--- config.mk ---
export PLATFORM = sky130hd
export DESIGN_NAME = banked_scratch_ram
export DESIGN_NICKNAME = d
export VERILOG_FILES = /design/src/rtl/bsr_pkg.sv /design/src/rtl/bsr_resolve.sv /design/src/rtl/bsr_stack.sv /design/src/rtl/bsr_store.sv /design/src/rtl/banked_scratch_ram.sv
export SDC_FILE = /design/constraint.sdc
export NUM_CORES = 2
export LEC_CHECK = 0
export BUFFER_PORTS_ARGS = -buffer_cell sky130_fd_sc_hd__buf_2
export CORE_MARGIN = 1.5
export CORE_UTILIZATION = 45
export DETAILED_ROUTE_END_ITERATION = 12
export GPL_TIMING_DRIVEN = 0
export PLACE_DENSITY = 0.58
export SETUP_SLACK_MARGIN = 0.4
export SLEW_MARGIN = 20
export SYNTH_ARGS = -nofsm -noshare
export SYNTH_HDL_FRONTEND = slang
export SYNTH_SLANG_ARGS = --single-unit
export TNS_END_PERCENT = 20
--- constraint.sdc ---
create_clock -name clk -period 9.5 [get_ports clk]
set_input_delay 1.9 -clock clk [delete_from_list [all_inputs] [get_ports clk]]
set_output_delay 1.9 -clock clk [all_outputs]
set_load 0.01 [all_outputs]
--- src/rtl/bsr_pkg.sv ---
package bsr_pkg;

  // Byte address of working register num within bank.
  function automatic int unsigned reg_slot(int unsigned bank, int unsigned num,
                                           int unsigned per_bank);
    return bank * per_bank + num;
  endfunction

  // Byte that holds bit address k inside the bit window.
  function automatic int unsigned bit_home(int unsigned k, int unsigned base,
                                           int unsigned width);
    return base + k / width;
  endfunction

  // Bit position of bit address k inside its byte.
  function automatic int unsigned bit_lane(int unsigned k, int unsigned width);
    return k % width;
  endfunction

endpackage

--- src/rtl/bsr_resolve.sv ---
module bsr_resolve #(
  parameter int AW            = 7,
  parameter int NB_W          = 2,
  parameter int RN_W          = 3,
  parameter int BIT_W         = 7,
  parameter int POS_W         = 3,
  parameter int REGS_PER_BANK = 8,
  parameter int BIT_BASE      = 32
) (
  input  logic [NB_W-1:0]  bank_i,
  input  logic [RN_W-1:0]  reg_num_i,
  input  logic             ptr_sel_i,
  input  logic [BIT_W-1:0] bit_addr_i,
  output logic [AW-1:0]    reg_addr_o,
  output logic [AW-1:0]    ptr_addr_o,
  output logic [AW-1:0]    bit_byte_o,
  output logic [POS_W-1:0] bit_pos_o
);
  localparam int LANES = 1 << POS_W;

  assign reg_addr_o = AW'(bsr_pkg::reg_slot(int'(bank_i), int'(reg_num_i), REGS_PER_BANK));
  assign ptr_addr_o = AW'(bsr_pkg::reg_slot(int'(bank_i), int'(ptr_sel_i), REGS_PER_BANK));
  assign bit_byte_o = AW'(bsr_pkg::bit_home(int'(bit_addr_i), BIT_BASE, LANES));
  assign bit_pos_o  = POS_W'(bsr_pkg::bit_lane(int'(bit_addr_i), LANES));
endmodule

--- src/rtl/bsr_stack.sv ---
module bsr_stack #(
  parameter int AW      = 7,
  parameter int SP_INIT = 7
) (
  input  logic          clk,
  input  logic          rst_n,
  input  logic          push_i,
  input  logic          pop_i,
  output logic [AW-1:0] sp_o,
  output logic [AW-1:0] push_slot_o,
  output logic          push_ok_o,
  output logic          pop_ok_o,
  output logic          ovf_o,
  output logic          unf_o
);
  localparam logic [AW-1:0] SP_TOP = '1;
  localparam logic [AW-1:0] SP_BOT = '0;

  logic [AW-1:0] sp_q;

  assign push_ok_o   = push_i && (sp_q != SP_TOP);
  assign pop_ok_o    = pop_i && (sp_q != SP_BOT);
  assign push_slot_o = sp_q + AW'(1);
  assign sp_o        = sp_q;

  always_ff @(posedge clk or negedge rst_n) begin
    if (!rst_n) begin
      sp_q  <= AW'(SP_INIT);
      ovf_o <= 1'b0;
      unf_o <= 1'b0;
    end else begin
      ovf_o <= push_i && !push_ok_o;
      unf_o <= pop_i && !pop_ok_o;
      if (push_ok_o)     sp_q <= push_slot_o;
      else if (pop_ok_o) sp_q <= sp_q - AW'(1);
    end
  end

  assert_push_step_R6: assert property (@(posedge clk) disable iff (!rst_n)
    (push_i && !pop_i && sp_q != SP_TOP) |=> (sp_q == $past(sp_q) + AW'(1)) && !ovf_o);
  assert_pop_step_R7: assert property (@(posedge clk) disable iff (!rst_n)
    (pop_i && !push_i && sp_q != SP_BOT) |=> (sp_q == $past(sp_q) - AW'(1)) && !unf_o);
  assert_no_overflow_R8: assert property (@(posedge clk) disable iff (!rst_n)
    (push_i && sp_q == SP_TOP) |=> ovf_o && $stable(sp_q));
  assert_no_underflow_R9: assert property (@(posedge clk) disable iff (!rst_n)
    (pop_i && !push_i && sp_q == SP_BOT) |=> unf_o && $stable(sp_q));
endmodule

--- src/rtl/bsr_store.sv ---
module bsr_store #(
  parameter int DEPTH = 128,
  parameter int DW    = 8
) (
  input  logic                     clk,
  input  logic                     rst_n,
  input  logic                     we_i,
  input  logic [$clog2(DEPTH)-1:0] waddr_i,
  input  logic [DW-1:0]            wdata_i,
  input  logic [$clog2(DEPTH)-1:0] raddr_a_i,
  output logic [DW-1:0]            rdata_a_o,
  input  logic [$clog2(DEPTH)-1:0] raddr_b_i,
  output logic [DW-1:0]            rdata_b_o
);
  logic [DW-1:0] mem_q [DEPTH];

  assign rdata_a_o = mem_q[raddr_a_i];
  assign rdata_b_o = mem_q[raddr_b_i];

  always_ff @(posedge clk or negedge rst_n) begin
    if (!rst_n) begin
      for (int i = 0; i < DEPTH; i++) mem_q[i] <= '0;
    end else if (we_i) begin
      mem_q[waddr_i] <= wdata_i;
    end
  end
endmodule

--- src/rtl/banked_scratch_ram.sv ---
module banked_scratch_ram #(
  parameter int DEPTH         = 128,
  parameter int DW            = 8,
  parameter int NUM_BANKS     = 4,
  parameter int REGS_PER_BANK = 8,
  parameter int BIT_BASE      = 32,
  parameter int BIT_BYTES     = 16,
  parameter int SP_INIT       = 7
) (
  input  logic                             clk,
  input  logic                             rst_n,
  input  logic [$clog2(NUM_BANKS)-1:0]     bank,
  input  logic                             byte_en,
  input  logic                             byte_we,
  input  logic                             byte_ind,
  input  logic                             byte_ptr,
  input  logic [$clog2(DEPTH)-1:0]         byte_addr,
  input  logic [DW-1:0]                    byte_wdata,
  input  logic                             reg_en,
  input  logic                             reg_we,
  input  logic [$clog2(REGS_PER_BANK)-1:0] reg_num,
  input  logic [DW-1:0]                    reg_wdata,
  input  logic                             bit_en,
  input  logic                             bit_we,
  input  logic [$clog2(BIT_BYTES*DW)-1:0]  bit_addr,
  input  logic                             bit_val,
  input  logic                             push,
  input  logic [DW-1:0]                    push_data,
  input  logic                             pop,
  output logic [DW-1:0]                    rd_data,
  output logic                             bit_q,
  output logic [$clog2(DEPTH)-1:0]         sp,
  output logic                             ovf,
  output logic                             unf
);
  localparam int AW    = $clog2(DEPTH);
  localparam int NB_W  = $clog2(NUM_BANKS);
  localparam int RN_W  = $clog2(REGS_PER_BANK);
  localparam int BIT_W = $clog2(BIT_BYTES * DW);
  localparam int POS_W = $clog2(DW);

  // Arbitrated one-hot request strobes
  logic push_go, pop_go, byte_go, reg_go, bit_go;
  assign push_go = push;
  assign pop_go  = pop && !push;
  assign byte_go = byte_en && !push && !pop;
  assign reg_go  = reg_en && !push && !pop && !byte_en;
  assign bit_go  = bit_en && !push && !pop && !byte_en && !reg_en;

  // Resolved addresses
  logic [AW-1:0]    reg_addr, ptr_addr, bit_byte, push_slot, acc_addr, wr_addr;
  logic [POS_W-1:0] bit_pos;
  logic [DW-1:0]    acc_data, ptr_val, wr_data;
  logic             wr_en, push_ok, pop_ok;

  bsr_resolve #(
    .AW(AW), .NB_W(NB_W), .RN_W(RN_W), .BIT_W(BIT_W), .POS_W(POS_W),
    .REGS_PER_BANK(REGS_PER_BANK), .BIT_BASE(BIT_BASE)
  ) resolve_i (
    .bank_i(bank), .reg_num_i(reg_num), .ptr_sel_i(byte_ptr), .bit_addr_i(bit_addr),
    .reg_addr_o(reg_addr), .ptr_addr_o(ptr_addr), .bit_byte_o(bit_byte), .bit_pos_o(bit_pos)
  );

  bsr_stack #(.AW(AW), .SP_INIT(SP_INIT)) stack_i (
    .clk(clk), .rst_n(rst_n), .push_i(push_go), .pop_i(pop_go),
    .sp_o(sp), .push_slot_o(push_slot), .push_ok_o(push_ok), .pop_ok_o(pop_ok),
    .ovf_o(ovf), .unf_o(unf)
  );

  bsr_store #(.DEPTH(DEPTH), .DW(DW)) store_i (
    .clk(clk), .rst_n(rst_n), .we_i(wr_en), .waddr_i(wr_addr), .wdata_i(wr_data),
    .raddr_a_i(acc_addr), .rdata_a_o(acc_data),
    .raddr_b_i(ptr_addr), .rdata_b_o(ptr_val)
  );

  // Replace one bit of a byte
  function automatic logic [DW-1:0] put_bit(logic [DW-1:0] b, logic [POS_W-1:0] pos, logic v);
    logic [DW-1:0] r;
    r      = b;
    r[pos] = v;
    return r;
  endfunction

  always_comb begin
    acc_addr = byte_addr;
    if (pop_go)                 acc_addr = sp;
    else if (byte_go && byte_ind) acc_addr = AW'(ptr_val & DW'(DEPTH - 1));
    else if (reg_go)            acc_addr = reg_addr;
    else if (bit_go)            acc_addr = bit_byte;
  end

  always_comb begin
    wr_en   = 1'b0;
    wr_addr = acc_addr;
    wr_data = byte_wdata;
    if (push_go) begin
      wr_en   = push_ok;
      wr_addr = push_slot;
      wr_data = push_data;
    end else if (byte_go) begin
      wr_en = byte_we;
    end else if (reg_go) begin
      wr_en   = reg_we;
      wr_data = reg_wdata;
    end else if (bit_go) begin
      wr_en   = bit_we;
      wr_data = put_bit(acc_data, bit_pos, bit_val);
    end
  end

  logic load_rd;
  assign load_rd = (pop_go && pop_ok) || (byte_go && !byte_we) || (reg_go && !reg_we);

  always_ff @(posedge clk or negedge rst_n) begin
    if (!rst_n) begin
      rd_data <= '0;
      bit_q   <= 1'b0;
    end else begin
      if (load_rd)            rd_data <= acc_data;
      if (bit_go && !bit_we)  bit_q   <= acc_data[bit_pos];
    end
  end

  assert_pop_hold_R9: assert property (@(posedge clk) disable iff (!rst_n)
    (pop_go && !pop_ok) |=> $stable(rd_data));
  assert_push_refused_R8: assert property (@(posedge clk) disable iff (!rst_n)
    (push_go && !push_ok) |-> !wr_en);
endmodule

==> flow_metrics.env <==
export IMPL_overflow=0
export IMPL_die_area_um2=112300
export IMPL_numPortBuffers=67
export IMPL_setup_viol=0
export IMPL_syn_nets=5309
export IMPL_clk_pin_slew_ns=0.06
export IMPL_ys_ff_latch=1042
export IMPL_cts_tree="done"
export IMPL_postSynthCellCount=5250
export IMPL_drive_gt1_share_pct=13.63
export IMPL_min_path_type="reg -> reg"
export IMPL_synthTopCellsByArea="dfrtp_1 52%, nor2_1 7.7%, a21oi_1 6.8%, mux2i_1 4.9%, nand2_1 4.7%"
export IMPL_cts_max_level=3
export IMPL_multiInputGateArea_um2=21310
export IMPL_finalHoldViolCount=0
export IMPL_path_max_fanout=13
export IMPL_yosys_warnings=0
export IMPL_final_cells=7069
export IMPL_antenna_found_initial=25
export IMPL_async_flop_share_pct=100.0
export IMPL_layout_cells_most_common_list="1039 x dfrtp_1, 1011 x nor2_1, 676 x a21oi_1"
export IMPL_dp_cells=6820
export IMPL_drt_initial_drc_count=7673
export IMPL_utilization_pct=51.81
export IMPL_ios=74
export IMPL_crit_arrival_ns=9.98
export IMPL_fin_worst_skew_ns=0.04254
export IMPL_fillers=10299
export IMPL_fin_tns_setup_ns=0
export IMPL_critPathCaptureType="flop"
export IMPL_place_hpwl_mm=186.5
export IMPL_yosysUniqueCellTypes=86
export IMPL_cts_sinks=1042
export IMPL_postPlaceCellArea_um2=52460
export IMPL_synth_cell_area_um2=49630
export IMPL_total_power_mw=17.74
export IMPL_p_leak_nw=25.66
export IMPL_fp_dieH_um=335.1
export IMPL_vias=47293
export IMPL_drc_errors=0
export IMPL_grt_max_degree=131
export IMPL_status="finished, violations left"
export IMPL_clockBufferDepth=3
export IMPL_r2r_slack_ns=1.55
export IMPL_design_area_um2=56550
export IMPL_cts_buffers=117
export IMPL_failed_checks="capacitance limit"
export IMPL_maxSlewHeadroom_pct=3.055
export IMPL_synth_main_ff_cell="dfrtp_1"
export IMPL_clk_latency_ns=0.77
export IMPL_cts_root_buf="clkbuf_16"
export IMPL_rows=121
export IMPL_start_util_pct=45.47
export IMPL_regArea_um2=26080
export IMPL_synth_top_area_share_pct=52.39
export IMPL_wl_mm=265.0
export IMPL_die_w_um=335.1
export IMPL_ys_seq_area_share_pct=52.55
export IMPL_vdd_drop_max_v=0.0001701
export IMPL_setup_worst_path_start_class="input port"
export IMPL_cts_hold_fix_buffers=0
export IMPL_fin_crit_ns=9.387
export IMPL_rsz0062_at_grt="no"
export IMPL_yosys_area_top_type="dfrtp_1"
export IMPL_postRouteAntennaNets=0
export IMPL_fin_nets=5523
export IMPL_final_common_cell="dfrtp_1"
export IMPL_fmax_ghz=0.1065
export IMPL_dr_pass1_iters=6
export IMPL_period_share_pct=98.81
export IMPL_setup_worst_path_class="in -> reg"
export IMPL_area_growth_pct=13.95
export IMPL_cp_required_ns=10.10
export IMPL_grt_pass1_wl_mm=358.2
export IMPL_tightest_slew_ns=1.418
export IMPL_drv_slew=0
export IMPL_gp_congestion=1.057
export IMPL_grt_usage_pct=46.74
export IMPL_grt_pass1_vias=42953
export IMPL_via_per_inst=6.690
export IMPL_core_area_um2=109200
export IMPL_power_density_nw_per_um2=313.8
export IMPL_syn_area_per_cell_um2=9.453
export IMPL_routedWlPerCell_um=37.48
export IMPL_maxCapViolCount=1
export IMPL_synth_edff_count=0
-- repair_timing --
action,in CTS,in global routing
endpoints found under the setup margin,0,64
resized for setup,0,1
setup buffers,0,0
-- registers in the layout (all words and copies together) (netlist names) --
name	cells
rd_data	8
stack_i.ovf_o	1
stack_i.unf_o	1
store_i.mem_q	1024
stack_i.sp_o	7
bit_q	1
-- metrics by stage --
step | hold WS, ns | setup WS, ns
floorplan | 0.4446 | 3.812
global placement | 0.4612 | -17.24
detailed placement | 0.4696 | -0.3212
CTS | 0.4825 | 0.4317
global route | 0.5020 | 0.4839
finish | 0.4762 | 0.1127
-- final timing paths --
path	start	endpoint	cells after the start
worst max-delay path	byte_ptr	store_i.mem_q[722]$_DFFE_PN0P_	21
worst min-delay path	store_i.mem_q[38]$_DFFE_PN0P_	store_i.mem_q[38]$_DFFE_PN0P_	2
worst max register to register	store_i.mem_q[953]$_DFFE_PN0P_	store_i.mem_q[722]$_DFFE_PN0P_	18
worst min register to register	store_i.mem_q[38]$_DFFE_PN0P_	store_i.mem_q[38]$_DFFE_PN0P_	2
max in group asynchronous	rst_n	store_i.mem_q[348]$_DFFE_PN0P_	4
min in group asynchronous	rst_n	store_i.mem_q[84]$_DFFE_PN0P_	1
-- synth_stat cells (all sizes together), types with 10 or more instances --
master,count
a21oi,677
a22oi,13
nor3,10
and3,18
o21ai,125
o22ai,17
a211oi,42
clkbuf,248
a221oi,15
mux2,191
a32oi,44
o211a,25
nand3,213
a2111oi,13
and2,13
a31oi,214
nand2,628
nor2,1017
buf,196
dfrtp,1039
nand4,17
inv,11
o221ai,10
mux4,27
a311oi,13
mux2i,244
-- report_power, final --
| group | total [mW] | internal, mW | switching, mW |
|---|---|---|---|
| clock | 4.80 | 2.77 | 2.02 |
| sequential | 7.05 | 6.05 | 1.00 |
| combinational | 5.90 | 1.91 | 3.99 |
| total | 17.7 | 10.7 | 7.01 |
-- worst max-delay path: stages --
cell and delay [ns]:
buf_6 0.16, buf_6 0.22, buf_4 0.31, mux2i_1 0.15
a22oi_1 0.20, a21boi_1 0.24, o21ai_2 0.68, buf_4 0.47
buf_4 0.47, buf_2 0.74, clkbuf_4 0.74, mux4_2 0.46
nand3_1 0.32, nand2_1 0.15, nor3_1 0.58, nand4b_1 0.48
mux2i_1 0.27, o21a_1 0.19, buf_2 0.55, buf_2 0.48
a21oi_1 0.12
-- logic make-up after synthesis --
| family | share of synthesized area [%] |
|---|---|
| AND/OR/NAND/NOR | 16.15 |
| buffers and inverters | 4.666 |
| adder cells (fa/ha/maj) | 0.07564 |
| AO/OA/AOI/OAI | 15.86 |
| flip-flops | 52.55 |
| XOR/XNOR | 0.2118 |
| multiplexers | 10.49 |
-- final cells by class --
class                           count  share of cell area (%)
Sequential cell                  1042                   46.11
Multi-Input combinational cell   3753                   37.68
Clock buffer                      180                   6.199
Buffer                            444                   4.091
Tap cell                         1476                   3.266
Timing Repair Buffer               95                   1.600
Clock inverter                     38                  0.8452
Antenna cell                       30                  0.1327
Inverter                           11                 0.07301
-- metal layers --
layer  vias up  wire [um]  global-route usage [%]
met5         -        285                       0
met4        16      23550                   33.79
met3      1035      40210                   21.75
met2      3800     102600                   61.68
met1     23587      98300                   59.50
li1      18855          -                       -
(Power assumes the default switching activity.)
